==> config.mk <==
export PLATFORM = sky130hd
export DESIGN_NAME = jtag_tap_top
export DESIGN_NICKNAME = d
export VERILOG_FILES = /design/src/rtl/jtag_tap_pkg.sv /design/src/rtl/jtag_tap_fsm.sv /design/src/rtl/jtag_ir.sv /design/src/rtl/jtag_dr_bank.sv /design/src/rtl/jtag_tap_top.sv
export SDC_FILE = /design/constraint.sdc
export NUM_CORES = 1
export LEC_CHECK = 0
export BUFFER_PORTS_ARGS = -buffer_cell sky130_fd_sc_hd__buf_2
export CAP_MARGIN = 15
export CORE_AREA = 5 5 97 99
export CTS_CLUSTER_DIAMETER = 50
export CTS_CLUSTER_SIZE = 14
export DETAILED_ROUTE_END_ITERATION = 8
export DIE_AREA = 0 0 102 104
export GPL_TIMING_DRIVEN = 0
export PLACE_DENSITY = 0.76
export SLEW_MARGIN = 20
export SYNTH_ARGS = -nofsm -noshare
export SYNTH_HDL_FRONTEND = slang
export SYNTH_SLANG_ARGS = --single-unit
export TNS_END_PERCENT = 50
==> constraint.sdc <==
create_clock -name tck -period 5.77 [get_ports tck]
set_input_delay 0.577 -clock tck [delete_from_list [all_inputs] [get_ports tck]]
set_output_delay 0.577 -clock tck [all_outputs]
set_load 0.005 [all_outputs]
==> src/rtl/jtag_tap_pkg.sv <==
package jtag_tap_pkg;

   typedef enum logic [3:0] {
      ST_RESET  = 4'd0,
      ST_IDLE   = 4'd1,
      ST_SEL_DR = 4'd2,
      ST_CAP_DR = 4'd3,
      ST_SH_DR  = 4'd4,
      ST_EX1_DR = 4'd5,
      ST_PAU_DR = 4'd6,
      ST_EX2_DR = 4'd7,
      ST_UPD_DR = 4'd8,
      ST_SEL_IR = 4'd9,
      ST_CAP_IR = 4'd10,
      ST_SH_IR  = 4'd11,
      ST_EX1_IR = 4'd12,
      ST_PAU_IR = 4'd13,
      ST_EX2_IR = 4'd14,
      ST_UPD_IR = 4'd15
   } tap_state_t;

   typedef enum logic [1:0] {
      DR_BYP  = 2'd0,
      DR_ID   = 2'd1,
      DR_UC   = 2'd2,
      DR_USER = 2'd3
   } dr_sel_t;

   function automatic tap_state_t tap_next(input tap_state_t cur, input logic m);
      tap_state_t nxt;
      case (cur)
         ST_RESET:  nxt = m ? ST_RESET  : ST_IDLE;
         ST_IDLE:   nxt = m ? ST_SEL_DR : ST_IDLE;
         ST_SEL_DR: nxt = m ? ST_SEL_IR : ST_CAP_DR;
         ST_CAP_DR: nxt = m ? ST_EX1_DR : ST_SH_DR;
         ST_SH_DR:  nxt = m ? ST_EX1_DR : ST_SH_DR;
         ST_EX1_DR: nxt = m ? ST_UPD_DR : ST_PAU_DR;
         ST_PAU_DR: nxt = m ? ST_EX2_DR : ST_PAU_DR;
         ST_EX2_DR: nxt = m ? ST_UPD_DR : ST_SH_DR;
         ST_UPD_DR: nxt = m ? ST_SEL_DR : ST_IDLE;
         ST_SEL_IR: nxt = m ? ST_RESET  : ST_CAP_IR;
         ST_CAP_IR: nxt = m ? ST_EX1_IR : ST_SH_IR;
         ST_SH_IR:  nxt = m ? ST_EX1_IR : ST_SH_IR;
         ST_EX1_IR: nxt = m ? ST_UPD_IR : ST_PAU_IR;
         ST_PAU_IR: nxt = m ? ST_EX2_IR : ST_PAU_IR;
         ST_EX2_IR: nxt = m ? ST_UPD_IR : ST_SH_IR;
         default:   nxt = m ? ST_SEL_DR : ST_IDLE;
      endcase
      return nxt;
   endfunction

endpackage

==> src/rtl/jtag_tap_fsm.sv <==
module jtag_tap_fsm
   import jtag_tap_pkg::*;
(
   input  logic       tck,
   input  logic       trst_n,
   input  logic       tms,
   output tap_state_t state
);

   always_ff @(posedge tck or negedge trst_n) begin
      if (!trst_n) state <= ST_RESET;
      else         state <= tap_next(state, tms);
   end

endmodule

==> src/rtl/jtag_ir.sv <==
module jtag_ir
   import jtag_tap_pkg::*;
#(
   parameter int                       IR_W        = 10,
   parameter int                       NUM_USER    = 4,
   parameter logic [IR_W-1:0]          IDCODE_OP   = 10'h009,
   parameter logic [IR_W-1:0]          USERCODE_OP = 10'h008,
   parameter logic [NUM_USER*IR_W-1:0] USER_OPS    = {10'h023, 10'h022, 10'h003, 10'h002}
) (
   input  logic                tck,
   input  logic                trst_n,
   input  tap_state_t          state,
   input  logic                tdi,
   input  logic                configured,
   output logic [IR_W-1:0]     ir_sr,
   output logic [IR_W-1:0]     ir_q,
   output dr_sel_t             dr_sel,
   output logic [NUM_USER-1:0] sel_user
);

   localparam int STAT_PAD = IR_W - 3;

   logic [IR_W-1:0]     status_word;
   logic [NUM_USER-1:0] user_hit;

   assign status_word = {{STAT_PAD{1'b0}}, configured, 2'b01};

   always_ff @(posedge tck or negedge trst_n) begin
      if (!trst_n) begin
         ir_sr <= '0;
      end else if (state == ST_CAP_IR) begin
         ir_sr <= status_word;
      end else if (state == ST_SH_IR) begin
         ir_sr <= {tdi, ir_sr[IR_W-1:1]};
      end
   end

   always_ff @(posedge tck or negedge trst_n) begin
      if (!trst_n)                  ir_q <= IDCODE_OP;
      else if (state == ST_RESET)   ir_q <= IDCODE_OP;
      else if (state == ST_UPD_IR)  ir_q <= ir_sr;
   end

   for (genvar g = 0; g < NUM_USER; g++) begin : g_user_dec
      assign user_hit[g] = (ir_q == USER_OPS[g*IR_W +: IR_W]);
   end

   always_comb begin
      dr_sel   = DR_BYP;
      sel_user = '0;
      if (ir_q == IDCODE_OP) begin
         dr_sel = DR_ID;
      end else if (ir_q == USERCODE_OP) begin
         dr_sel = DR_UC;
      end else if (configured && (|user_hit)) begin
         dr_sel   = DR_USER;
         sel_user = user_hit;
      end
   end

endmodule

==> src/rtl/jtag_dr_bank.sv <==
module jtag_dr_bank
   import jtag_tap_pkg::*;
#(
   parameter int               DR_W   = 32,
   parameter logic [DR_W-1:0]  ID_VAL = 32'h1A5C_E093,
   parameter logic [DR_W-1:0]  UC_VAL = 32'h5EED_0C0D
) (
   input  logic    tck,
   input  logic    trst_n,
   input  logic    capture,
   input  logic    shift,
   input  logic    tdi,
   input  dr_sel_t dr_sel,
   output logic    byp_so,
   output logic    id_so,
   output logic    uc_so
);

   localparam logic [2*DR_W-1:0] CAP_VALS = {UC_VAL, ID_VAL};

   logic [1:0] wide_so;

   always_ff @(posedge tck or negedge trst_n) begin
      if (!trst_n)                          byp_so <= 1'b0;
      else if (capture && dr_sel == DR_BYP) byp_so <= 1'b0;
      else if (shift && dr_sel == DR_BYP)   byp_so <= tdi;
   end

   for (genvar g = 0; g < 2; g++) begin : g_wide
      localparam dr_sel_t MY_SEL = (g == 0) ? DR_ID : DR_UC;
      logic [DR_W-1:0] sr;
      always_ff @(posedge tck or negedge trst_n) begin
         if (!trst_n)                          sr <= '0;
         else if (capture && dr_sel == MY_SEL) sr <= CAP_VALS[g*DR_W +: DR_W];
         else if (shift && dr_sel == MY_SEL)   sr <= {tdi, sr[DR_W-1:1]};
      end
      assign wide_so[g] = sr[0];
   end

   assign id_so = wide_so[0];
   assign uc_so = wide_so[1];

endmodule

==> src/rtl/jtag_tap_top.sv <==
module jtag_tap_top
   import jtag_tap_pkg::*;
#(
   parameter int                       IR_W        = 10,
   parameter int                       DR_W        = 32,
   parameter int                       NUM_USER    = 4,
   parameter logic [DR_W-1:0]          ID_VAL      = 32'h1A5C_E093,
   parameter logic [DR_W-1:0]          UC_VAL      = 32'h5EED_0C0D,
   parameter logic [IR_W-1:0]          IDCODE_OP   = 10'h009,
   parameter logic [IR_W-1:0]          USERCODE_OP = 10'h008,
   parameter logic [NUM_USER*IR_W-1:0] USER_OPS    = {10'h023, 10'h022, 10'h003, 10'h002}
) (
   input  logic                tck,
   input  logic                trst_n,
   input  logic                tms,
   input  logic                tdi,
   input  logic                prog_n,
   input  logic                configured,
   input  logic [NUM_USER-1:0] user_tdo,
   output logic                tdo,
   output logic                tdo_en,
   output logic                capture_dr,
   output logic                shift_dr,
   output logic                update_dr,
   output logic [NUM_USER-1:0] sel_user
);

   if (IR_W < 3) begin : g_bad_ir_w
      $error("IR_W must leave room for the status word");
   end
   if (NUM_USER < 1 || NUM_USER > 4) begin : g_bad_num_user
      $error("NUM_USER must be 1 to 4");
   end
   if (ID_VAL[0] != 1'b1) begin : g_bad_id
      $error("identification value must have bit 0 set");
   end

   tap_state_t      state;
   logic [IR_W-1:0] ir_sr;
   logic [IR_W-1:0] ir_q;
   dr_sel_t         dr_sel;
   logic            byp_so, id_so, uc_so;
   logic            dr_so, tdo_d;
   logic            unused_prog;
   logic            unused_ir_hi;

   assign unused_prog  = prog_n;
   assign unused_ir_hi = ^ir_sr[IR_W-1:1];

   jtag_tap_fsm u_fsm (
      .tck   (tck),
      .trst_n(trst_n),
      .tms   (tms),
      .state (state)
   );

   jtag_ir #(
      .IR_W       (IR_W),
      .NUM_USER   (NUM_USER),
      .IDCODE_OP  (IDCODE_OP),
      .USERCODE_OP(USERCODE_OP),
      .USER_OPS   (USER_OPS)
   ) u_ir (
      .tck       (tck),
      .trst_n    (trst_n),
      .state     (state),
      .tdi       (tdi),
      .configured(configured),
      .ir_sr     (ir_sr),
      .ir_q      (ir_q),
      .dr_sel    (dr_sel),
      .sel_user  (sel_user)
   );

   assign capture_dr = (state == ST_CAP_DR);
   assign shift_dr   = (state == ST_SH_DR);
   assign update_dr  = (state == ST_UPD_DR);

   jtag_dr_bank #(
      .DR_W  (DR_W),
      .ID_VAL(ID_VAL),
      .UC_VAL(UC_VAL)
   ) u_dr (
      .tck    (tck),
      .trst_n (trst_n),
      .capture(capture_dr),
      .shift  (shift_dr),
      .tdi    (tdi),
      .dr_sel (dr_sel),
      .byp_so (byp_so),
      .id_so  (id_so),
      .uc_so  (uc_so)
   );

   always_comb begin
      case (dr_sel)
         DR_ID:   dr_so = id_so;
         DR_UC:   dr_so = uc_so;
         DR_USER: dr_so = |(sel_user & user_tdo);
         default: dr_so = byp_so;
      endcase
   end

   always_comb begin
      if (state == ST_SH_IR)      tdo_d = ir_sr[0];
      else if (state == ST_SH_DR) tdo_d = dr_so;
      else                        tdo_d = 1'b0;
   end

   always_ff @(negedge tck or negedge trst_n) begin
      if (!trst_n) begin
         tdo    <= 1'b0;
         tdo_en <= 1'b0;
      end else begin
         tdo    <= tdo_d;
         tdo_en <= (state == ST_SH_IR) || (state == ST_SH_DR);
      end
   end

endmodule

Word-level counts from Yosys, hierarchy flattened --
Index checks and enable logic that the tools add are counted.
Storage, ports and cells: input port bits 10, logic and storage cells 83, register bits after elaboration 91
Cells by class: muxes and demuxes 32, reductions and logical operators 19, eq/ne operators 23, bitwise logic cells 1
Operators with widths (count):
- $mux W32 | 4
- $pmux W4 S11 | 1
- $mux W10 | 4
- $eq A4 B4 Y1 const B | 8
- $mux W4 | 7
- $eq A10 B2 Y1 const B | 2
- $eq A10 B4 Y1 const B | 2
- $eq A10 B6 Y1 const B | 2
- $eq A4 B3 Y1 const B | 4
- $mux W2 | 6
- $reduce_bool A2 Y1 | 5
- $eq A4 B2 Y1 const B | 2
- $reduce_or A4 Y1 | 2
- $logic_and A1 B1 Y1 | 7
- $mux W1 | 7
- $mux W3 | 2
- $and A4 B4 Y4 | 1
- $eq A2 B2 Y1 const B | 2
- $logic_not A4 Y1 | 1
- $reduce_or A2 Y1 | 2
- $pmux W1 S3 | 1
- $eq A2 B1 Y1 const B | 1
- $logic_not A2 Y1 | 1
- $logic_or A1 B1 Y1 | 1

Logic depth before layout (Yosys ltp) --
Gate-level depths: netlist of run 1.
word-level depth 11, mapped depth 6, gate-level depth less buffers 5

By module --
Synthesis of run 1 repeated with hierarchy kept, for this count alone.
Unflattened totals: cell total of the unflattened synthesis 388, area total of the unflattened synthesis 3942.5 um^2
Modules (own cells, without submodules):
- jtag_dr_bank | seq. area each 1626.6 um^2, cells an instance 230, area each 2555.0 um^2, instances 1
- jtag_ir | seq. area each 503.0 um^2, cells an instance 104, area each 935.9 um^2, instances 1
- jtag_tap_fsm | seq. area each 100.1 um^2, cells an instance 37, area each 300.3 um^2, instances 1
- jtag_tap_top | seq. area each 50.0 um^2, cells an instance 17, area each 151.4 um^2, instances 1

==> summary.txt, run 1 <==
Clock tree
  – Clock sink count: about 90
  – Clock Tree Root: clkbuf_8
  – Post-CTS sizing: 0
  – Post-CTS Setup Bufs: 0
  – Clk buf depth: 2
  – Worst-Skew Late Latency: 0.35 ns
  – H-tree depth: 3
  – Clk slew on worst S/H paths: around 0.09 ns
  – CTS tree: yes
  – Post-CTS Hold Buffers: 0
  – Inserted Clock Buffers: 9

Timing
  – Setup violators final: 0
  – Final Max Slew Viols: 0
  – Setup ws final: 1.05 ns
  – TNS Setup: 0 ns
  – Slew @ Worst Pin: 0.878 ns
  – Final Hold Slack: 0.168 ns
  – RSZ-0062 raised after global routing: false
  – Worst relative slew slack: 41.4%
  – Fin. Hold Viols: 0
  – Post-Route Skew: about 0.021 ns

Route
  – DR pass1 iterations: 4
  – Initial DRC count: 125
  – Via density: 5.17
  – Detailed-route DRC error count: 0
  – DR WL/cell: 14.1 um
  – Final ANT Viol Nets: 0
  – Vias after detailed routing: 2706
  – Detailed Route WL: 7.38 mm

Critical path
  – Required @ worst endpoint: 3.05 ns
  – R2r endpoint: tdo
  – Worst path top cell family by delay: simple AND/OR/NAND/NOR gates
  – Worst path slowest cell: nor3_1
  – CP max FO: 6
  – WS Path Type: register to register
  – Buf/Inv on CP: 0
  – WP data arrival: around 2.0 ns
  – Critical path endpoint category: register
  – Slowest stage delay, CP: just under 0.6 ns
  – Reg-to-reg startpoint: u_ir.ir_q[4]
  – Startpoint types: register
  – R2r worst-path depth: 4
  – R2R Setup Slk: 1.05 ns
  – Critical path, cell by cell: nor3_1 > nand3_1 > o221ai_1 > o21ai_0

Global routing
  – Total track usage: 15.3%
  – Total gr overflow: 0
  – Largest net degree at the start of global routing: 58
  – Antenna violations before repair: 0
  – Number of global-route vias before repair: 2779
  – First-pass GRT wire length: 13.1 mm

Cells and area
  – Final #Nets: between 400 and 500
  – Area of the multi-input gates: ~0.0015 mm2
  – Finished Layout Cells: 523
  – Ant. Diodes: 0
  – Synthesis-to-finish area growth: 11.1%
  – Register Area: 0.00228 mm2
  – Final instance area: 0.00454 mm2
  – Fillers: 716
  – Layout cells sized above 1: 12.5%
  – Final design utilization: a little over half

Place
  – Pre-CTS setup slack: 1.11 ns
  – Post-DP HPWL: 4.97 mm
  – GPL Wtd Cong: 0.855
  – Placed insts: just over 500
  – Dpl cell area: 0.00434 mm2
  – PortBufs: 17

Power and ir drop
  – Switching pwr: 728 uW
  – Net Sw Frac: 35.1%
  – Final Power: 2.07 mW
  – Sequential Power Share: 44.7%
  – Peak VDD IR: 285 uV
  – Int Pwr: 1.34 mW
  – Comb pwr share: 34.2%
  – PD cells: ~460 mW/mm2
  – Leak Pwr: 2.29 nW
  – Clock power frac: 21.1%

Floorplan
  – Boundary Pins: 19
  – Core area: 0.00847 mm2
  – Die ar.: roughly 0.011 mm2
  – Starting density of the core: 48.3%
  – Die Span Y: ~100 um
  – Die X: 102 um
  – Site Rows: 34

Status
  – Outcome: finished clean

Yosys
  – Yosys warns: 0
  – Seq/Total Area, Yosys: approximately 56%
  – Avg Cell Area, Syn: 10.7 um2
  – Xor and xnor area share after synthesis: less than 1%
  – Primary FF master, synth: dfrtp_1
  – Synth Area in Compound Gates: under 10%
  – Mux cell area share after synthesis: approximately 17%
  – Unique masters post-synth: 44
  – Cell Area, Synth: 0.00409 mm2
  – EDFF count, synth: 0
  – FFs w/ async S/R, synth: 100%
  – Largest family of logic cells by synthesized area: multiplexers
  – Synth Area in Adders: 0%
  – #FFs+latches synth: 91
  – Area share of and/or/nand/nor cells after synthesis: 11.6%
  – Gate Count Post-Synth: 381
  – Synthesized Nets: just under 400

Hold path
  – Worst hold path type: primary input to asynchronous set/reset pin

Run
  – Max Cap Viol: 0
-- power by group through the flow --
stage	Combinational [mW]	Clock (mW)	Sequential [mW]
final	0.709	0.437	0.927
after global placement	0.684	0	0.928
after floorplan	0.561	0	0.908
after global routing	0.803	0.478	0.951
after detailed placement	0.714	0	0.939
after CTS	0.719	0.448	0.927
-- sequential cells by signal, summed over array words and instances (netlist names) --
| register | cells |
|---|---|
| tdo | 1 |
| u_fsm.state | 4 |
| u_dr.byp_so | 1 |
| u_dr.g_wide.sr | 64 |
| u_ir.ir_sr | 10 |
| u_ir.ir_q | 10 |
| tdo_en | 1 |
-- layout make-up --
class / count / share of cell area [%]
flip-flops and latches: 91 / 50.2
repair buffers: 18 / 2.54
multi-input cells: 214 / 33.0
clock inverters: 6 / 1.41
plain buffers: 20 / 2.15
inverters: 56 / 4.63
well taps: 108 / 2.98
clock buffers: 10 / 3.03
-- placed cells by master (no fill, tap or decap), types with 3 or more instances in the layout --
master    synthesis  layout
dfrtp_1          87      87
inv_1            56      56
nand2_1          56      56
mux2i_1          50      50
nor2_1           20      20
buf_2             3      19
a22o_1           16      16
mux2_1           13      13
clkbuf_1         12      12
clkbuf_8          0      10
nor3_1            9       9
a21oi_1           7       7
nand3_1           4       4
and2_1            4       4
buf_4             3       4
mux2_2            4       4
o21ai_0           3       3
-- worst reg2reg max path, delay by kind of cell (launching register included) --
kind / cells / cell delay (ns)
AOI/OAI and AO/OA: 2 / 0.35
DFF: 1 / 0.40
and+or+nand+nor: 2 / 0.91
-- synthesized netlist by cell type (2+ instances only) --
| cell | instances | area (um2) |
|---|---|---|
| mux2i_1 | 50 | 500 |
| a22o_1 | 16 | 140 |
| nand2b_1 | 2 | 12.5 |
| nor3_1 | 9 | 45.0 |
| dfstp_2 | 2 | 52.6 |
| dfrtp_1 | 87 | 2180 |
| mux2_2 | 4 | 45.0 |
| o211ai_1 | 2 | 15.0 |
| o21ai_0 | 3 | 15.0 |
| nand3b_1 | 2 | 15.0 |
| mux2_1 | 13 | 146 |
| nand2_1 | 56 | 210 |
| and2_1 | 4 | 25.0 |
| dfrtn_1 | 2 | 50.1 |
| nand3_1 | 4 | 20.0 |
| inv_1 | 56 | 210 |
| buf_2 | 3 | 15.0 |
| a21oi_1 | 7 | 35.0 |
| a22oi_1 | 2 | 15.0 |
| buf_4 | 3 | 22.5 |
| clkbuf_1 | 12 | 45.0 |
| nor2_1 | 20 | 75.1 |
-- how the worst max path moves through the flow --
stage | from | endpoint | cells past startpoint
2_1_floorplan | user_tdo[0] | tdo | 4
3_3_place_gp | trst_n | tdo | 1
3_5_place_dp | u_ir.ir_q[4] | tdo | 4
4_1_cts | u_ir.ir_q[4] | tdo | 4
5_1_grt | u_ir.ir_q[4] | tdo | 4
6_report | u_ir.ir_q[4] | tdo | 4
-- per-layer routing --
metal | vias up | global-route usage, % | routed length (um)
met5 | - | 0 | 0
met1 | 1338 | 22.4 | 3580
met2 | 51 | 22.3 | 3440
li1 | 1305 | - | -
met4 | 0 | 5.25 | 112
met3 | 12 | 3.42 | 244
-- cells by family after synthesis --
| family | count (synthesis) |
|---|---|
| XOR/XNOR | 1 |
| buffers and inverters | 76 |
| AO/OA/AOI/OAI | 39 |
| flip-flops | 91 |
| multiplexers | 68 |
| AND/OR/NAND/NOR | 106 |
No activity file was read; power rests on OpenSTA's default activity.
==> run 2: changes to the inputs <==
--- a/config.mk
+++ b/config.mk
@@ -13,7 +13,7 @@
 export DETAILED_ROUTE_END_ITERATION = 8
 export DIE_AREA = 0 0 102 104
 export GPL_TIMING_DRIVEN = 0
-export PLACE_DENSITY = 0.76
+export PLACE_DENSITY = 0.78
 export SLEW_MARGIN = 20
 export SYNTH_ARGS = -nofsm -noshare
 export SYNTH_HDL_FRONTEND = slang
==> constraint.sdc (replaced) <==
create_clock -name tck -period 4.1 [get_ports tck]
set_input_delay 0.41 -clock tck [delete_from_list [all_inputs] [get_ports tck]]
set_output_delay 0.41 -clock tck [all_outputs]
set_load 0.005 [all_outputs]
==> run 2 against run 1 <==
  * Critical path depth did not move
  * Clock skew increased by 0.0076 ns
  * Sequential cell count unchanged
  * Non-clock buffer count stayed put
  * Worst hold slack lost 0.14 ns
  * Design area fell by 0.30%
  * Sequential power rose by 41%
  * Wire length grew 0.94%
  * Clock-buffer cell count decreased by 1
  * Via count decreased by 0.44%
  * Die area unchanged
  * Highest routed layer unchanged
==> summary.txt, run 2 (same netlist as run 1, synthesis figures left out) <==
Status
  – Outcome: finished clean

Critical path
  – WP data arrival: 2.02 ns (+0.02 ns)
  – R2r endpoint: tdo
  – Startpoint types: register
  – R2R Setup Slk: 0.20 ns (-0.85 ns)
  – Required @ worst endpoint: 2.22 ns (-0.83 ns)
  – R2r worst-path depth: 4 (unchanged)
  – Critical path endpoint category: register
  – WS Path Type: register to register
  – CP max FO: 6 (unchanged)
  – Reg-to-reg startpoint: u_ir.ir_q[4]

Route
  – Detailed-route DRC error count: 0 (unchanged)
  – DR WL/cell: 14.2 um (+0.94%)
  – Initial DRC count: 150 (+20%)
  – Vias after detailed routing: 2694 (-0.44%)
  – DR pass1 iterations: 4 (unchanged)
  – Via density: 5.15 (-0.44%)
  – Final ANT Viol Nets: 0 (unchanged)
  – Detailed Route WL: 7.45 mm (+0.94%)

Floorplan
  – Starting density of the core: 48.3% (unchanged)
  – Die Span Y: 104 um (unchanged)
  – Site Rows: 34 (unchanged)
  – Die X: 102 um (unchanged)
  – Boundary Pins: 19 (unchanged)
  – Die ar.: 0.0106 mm2 (unchanged)
  – Core area: 0.00847 mm2 (unchanged)

Cells and area
  – Final #Nets: 420 (unchanged)
  – Synthesis-to-finish area growth: 10.7%
  – Top flop regs: u_dr.g_wide.sr (64), u_ir.ir_q (10), u_ir.ir_sr (10)
  – Fillers: 723 (+0.98%)
  – Top reg by flops: u_dr.g_wide.sr
  – Ant. Diodes: 0 (unchanged)
  – Commonest cells after routing, fill and taps aside: dfrtp_1 (87), inv_1 (56), nand2_1 (56)
  – Layout cells sized above 1: 12.5% (unchanged)
  – Most common cell after layout, fill and taps aside: dfrtp_1
  – Largest register FFs: 64 (unchanged)

Clock tree
  – Inserted Clock Buffers: 9 (unchanged)
  – Worst-Skew Late Latency: 0.37 ns (+0.02 ns)
  – Post-CTS Hold Buffers: 0 (unchanged)
  – Clock sink count: 91 (unchanged)
  – Clk slew on worst S/H paths: 0.10 ns (about the same)
  – CTS tree: yes
  – H-tree depth: 3 (unchanged)
  – Clk buf depth: 2 (unchanged)
  – Clock Tree Root: clkbuf_8
  – Post-CTS sizing: 0 (unchanged)
  – Post-CTS Setup Bufs: 0 (unchanged)

Timing
  – Worst relative slew slack: 45.4% (+3.9 points)
  – TNS Setup: 0 ns (unchanged)
  – Post-Route Skew: 0.0282 ns (+0.00756 ns)
  – RSZ-0062 raised after global routing: false
  – Slew @ Worst Pin: 0.820 ns (-0.0587 ns)
  – Final Max Slew Viols: 0 (unchanged)
  – Final Hold Slack: 0.0244 ns (-0.143 ns)
  – Setup violators final: 0 (unchanged)
  – Fin. Hold Viols: 0 (unchanged)

Hold path
  – Worst hold path type: primary input to asynchronous set/reset pin

Global routing
  – Met1 Use GR: 21.6% (-0.74 points)
  – Met3 Usage GRT: 3.22% (-0.20 points)
  – Total track usage: 15.4% (+0.13 points)
  – Number of global-route vias before repair: 2803 (+0.86%)
  – Grt peak-use layer: met2
  – First-pass GRT wire length: 13.2 mm (+1.1%)
  – Antenna violations before repair: 0 (unchanged)
  – Largest net degree at the start of global routing: 49 (-16%)
  – Met2 usage: 23.4% (+1.1 points)
  – Total gr overflow: 0 (unchanged)

Place
  – PortBufs: 17 (unchanged)
  – Post-DP HPWL: 5.14 mm (+3.4%)
  – GPL Wtd Cong: 0.825 (-3.6%)

Power and ir drop
  – Leak Pwr: 2.29 nW (-0.35%)
  – Peak VDD IR: 377 uV (+32%)
  – PD cells: 639 mW/mm2 (+40%)

Run
  – Max Cap Viol: 0 (unchanged)
-- run 2: how the worst max path moves through the flow --
stage	from	end	slack, ns	cells past startpoint
3_5_place_dp	u_ir.ir_q[4]	tdo	0.28	4
2_1_floorplan	u_ir.ir_q[4]	tdo	0.61	4
4_1_cts	u_ir.ir_q[4]	tdo	0.21	4
3_3_place_gp	trst_n	tdo_en	-0.10	1
5_1_grt	u_ir.ir_q[4]	tdo	0.008	4
6_report	u_ir.ir_q[4]	tdo	0.20	4
-- run 2: power breakdown --
group	internal [mW]	leakage, nW	switching (mW)	total, mW
clock	0.235	0.0907	0.349	0.584
sequential	1.16	1.22	0.146	1.31
combinational	0.434	0.973	0.568	1.00
-- run 2: metal layers --
layer	wire [um]	vias to the layer above
met3	286	11
met1	3550	1333
met2	3500	46
li1	-	1304
met5	0	-
met4	116	0
-- run 2: area by class of cell --
type,count,area (um2),area share (%)
Clock buffer,9,124,2.74
Inverter,56,210,4.65
Timing Repair Buffer,18,115,2.54
Buffer,20,97.6,2.16
Clock inverter,7,63.8,1.41
Multi-Input combinational cell,214,1500,33.1
Sequential cell,91,2280,50.4
Tap cell,108,135,2.99
-- run 2: stage by stage --
stage                     instances  power (mW)  setup slack (ns)  utilization [%]  cell area [um2]
after floorplan                 381        2.07             0.610                -             4090
after global placement          506        2.27            -0.102             50.9             4310
after detailed placement        507        2.33             0.279             51.2             4340
after CTS                       523        2.91             0.206             53.4             4520
after global routing            523        3.10           0.00766             53.4             4520
final                           523        2.89             0.197             53.4             4520
-- run 2: critical path, cell delays in order (launching register included) --
cell	delay, ns
dfrtp_1	0.40
nor3_1	0.62
nand3_1	0.29
o221ai_1	0.22
o21ai_0	0.13
==> run 3: changes to the inputs <==
==> constraint.sdc (replaced) <==
create_clock -name tck -period 4.1 [get_ports tck]
set_input_delay 0.205 -clock tck [delete_from_list [all_inputs] [get_ports tck]]
set_output_delay 0.205 -clock tck [all_outputs]
set_load 0.005 [all_outputs]
==> run 3 against run 2 <==
  * Global-route usage barely moved
  * Via count up 0.15%
  * Sequential cell count unchanged
  * Clock skew decreased by 0.0019 ns
  * Critical path depth is the same
  * Cell count rose by 0.19%
  * Utilization increased by 0.12 points
  * Clock power barely moved
  * Sequential share of layout area fell by 0.11 points
  * First-iteration DRC count increased by 0.67%
  * Sequential power hardly changed
  * Power is 0.10% lower
  * Critical endpoint unchanged
  * Highest routed layer unchanged
==> summary.txt, run 3 (same netlist as run 1, synthesis figures left out) <==
Status
  – Outcome: finished clean

Clock tree
  – H-tree depth: 3 (unchanged)
  – Clock sink count: 91 (unchanged)
  – Worst-Skew Late Latency: 0.37 ns (about the same)
  – CTS tree: yes
  – Clock Tree Root: clkbuf_8
  – Clk slew on worst S/H paths: 0.09 ns (about the same)
  – Clk buf depth: 2 (unchanged)
  – Post-CTS Hold Buffers: 1 (+1)
  – Post-CTS Setup Bufs: 0 (unchanged)
  – Post-CTS sizing: 0 (unchanged)
  – Inserted Clock Buffers: 9 (unchanged)

Cells and area
  – Synthesis-to-finish area growth: 11.0%
  – Top reg by flops: u_dr.g_wide.sr
  – Layout cells sized above 1: 12.5% (-0.030 points)
  – Final design utilization: 53.6% (+0.12 points)
  – Finished Layout Cells: 524 (+0.19%)
  – Largest register FFs: 64 (unchanged)
  – Ant. Diodes: 0 (unchanged)
  – Final #Nets: 421 (+0.24%)
  – Top flop regs: u_dr.g_wide.sr (64), u_ir.ir_q (10), u_ir.ir_sr (10)
  – Most common cell after layout, fill and taps aside: dfrtp_1
  – Final instance area: 0.00453 mm2 (+0.22%)
  – Area of the multi-input gates: 0.00150 mm2 (unchanged)
  – Commonest cells after routing, fill and taps aside: dfrtp_1 (87), inv_1 (56), nand2_1 (56)
  – Fillers: 722 (-0.14%)
  – Register Area: 0.00228 mm2 (unchanged)

Floorplan
  – Die Span Y: 104 um (unchanged)
  – Boundary Pins: 19 (unchanged)
  – Site Rows: 34 (unchanged)
  – Starting density of the core: 48.3% (unchanged)
  – Core area: 0.00847 mm2 (unchanged)
  – Die X: 102 um (unchanged)
  – Die ar.: 0.0106 mm2 (unchanged)

Power and ir drop
  – PD cells: 637 mW/mm2 (-0.32%)
  – Leak Pwr: 2.29 nW (+0.18%)
  – Net Sw Frac: 36.7% (-0.089 points)
  – Comb pwr share: 34.7% (about the same)
  – Clock power frac: 20.1% (about the same)
  – Peak VDD IR: 377 uV (+0.10%)
  – Int Pwr: 1.83 mW (about the same)
  – Switching pwr: 1.06 mW (-0.35%)
  – Sequential Power Share: 45.2% (about the same)

Global routing
  – First-pass GRT wire length: 13.2 mm (+0.11%)
  – Total track usage: 15.4% (about the same)
  – Largest net degree at the start of global routing: 49 (unchanged)
  – Antenna violations before repair: 0 (unchanged)
  – Total gr overflow: 0 (unchanged)
  – Number of global-route vias before repair: 2806 (+0.11%)

Route
  – Detailed Route WL: 7.42 mm (-0.42%)
  – Initial DRC count: 151 (+0.67%)
  – DR pass1 iterations: 4 (unchanged)
  – Vias after detailed routing: 2698 (+0.15%)
  – Detailed-route DRC error count: 0 (unchanged)
  – Via density: 5.15 (about the same)
  – Final ANT Viol Nets: 0 (unchanged)
  – DR WL/cell: 14.2 um (-0.61%)

Place
  – Dpl cell area: 0.00434 mm2 (unchanged)
  – Placed insts: 507 (unchanged)
  – PortBufs: 17 (unchanged)
  – GPL Wtd Cong: 0.825 (unchanged)
  – Post-DP HPWL: 5.14 mm (unchanged)
  – Pre-CTS setup slack: 0.279 ns (unchanged)

Critical path
  – Worst path slowest cell: nor3_1
  – R2r worst-path depth: 4 (unchanged)
  – R2r endpoint: tdo
  – WP data arrival: 2.02 ns (about the same)
  – Critical path, cell by cell: nor3_1 > nand3_1 > o221ai_1 > o21ai_0
  – R2R Setup Slk: 0.19 ns (about the same)
  – Reg-to-reg startpoint: u_ir.ir_q[4]
  – WS Path Type: register to register
  – Critical path endpoint category: register
  – Required @ worst endpoint: 2.21 ns (about the same)
  – Slowest stage delay, CP: 0.62 ns (about the same)
  – Worst path top cell family by delay: simple AND/OR/NAND/NOR gates
  – Startpoint types: register
  – Buf/Inv on CP: 0 (unchanged)
  – CP max FO: 6 (unchanged)

Run
  – Max Cap Viol: 0 (unchanged)

Timing
  – Slew @ Worst Pin: 0.828 ns (+0.00826 ns)
  – Post-Route Skew: 0.0263 ns (-0.00186 ns)
  – Worst relative slew slack: 44.8% (-0.55 points)
  – TNS Setup: 0 ns (unchanged)
  – RSZ-0062 raised after global routing: false
  – Final Max Slew Viols: 0 (unchanged)
  – Setup violators final: 0 (unchanged)
  – Setup ws final: 0.194 ns (-0.00329 ns)
  – Fin. Hold Viols: 0 (unchanged)

Hold path
  – Worst hold path type: primary input to register
  – HP Start: tdi
  – Hold EP: u_ir.ir_sr[9]
  – Hold path cells: 2
[run 3: cell types whose count changed in the layout (fill, tap and decap cells not counted), sizes merged]
| cell | change |
|---|---|
| dlygate4sd3 | +1 |
[run 3: through the flow]
stage	hold slack [ns]	power [mW]
2_1_floorplan	-0.0906	2.07
3_3_place_gp	0.468	2.27
3_5_place_dp	0.241	2.33
4_1_cts	0.0871	2.91
5_1_grt	0.0885	3.10
6_report	0.107	2.89
[run 3: power groups by stage]
| stage | combinational, mW | clock (mW) | sequential [mW] |
|---|---|---|---|
| 2_1_floorplan | 0.789 | 0 | 1.28 |
| 3_3_place_gp | 0.963 | 0 | 1.31 |
| 3_5_place_dp | 1.01 | 0 | 1.32 |
| 4_1_cts | 1.01 | 0.594 | 1.31 |
| 5_1_grt | 1.13 | 0.632 | 1.34 |
| 6_report | 1.00 | 0.581 | 1.30 |
[run 3: how the worst max path moves through the flow]
| stage | from | end | slack (ns) | depth (start not counted) |
|---|---|---|---|---|
| 5_1_grt | u_ir.ir_q[4] | tdo | 0.008 | 4 |
| 2_1_floorplan | u_ir.ir_q[4] | tdo | 0.61 | 4 |
| 4_1_cts | u_ir.ir_q[4] | tdo | 0.21 | 4 |
| 3_3_place_gp | trst_n | tdo_en | 0.10 | 1 |
| 6_report | u_ir.ir_q[4] | tdo | 0.19 | 4 |
| 3_5_place_dp | u_ir.ir_q[4] | tdo | 0.28 | 4 |
[run 3: layer usage]
layer | up-vias | track usage [%] | part of all wire, %
li1 | 1306 | - | -
met1 | 1344 | 21.7 | 48
met2 | 38 | 23.4 | 48
met3 | 10 | 3.22 | 3.1
met4 | 0 | 5.72 | 1.6
met5 | - | 0 | 0
[run 3: final cells by class]
| cell class | instances | area share [%] |
|---|---|---|
| flip-flops and latches | 91 | 50.3 |
| multi-input cells | 214 | 33.1 |
| inverters | 56 | 4.64 |
| well taps | 108 | 2.98 |
| repair buffers | 19 | 2.76 |
| clock buffers | 9 | 2.73 |
| plain buffers | 20 | 2.15 |
| clock inverters | 7 | 1.41 |
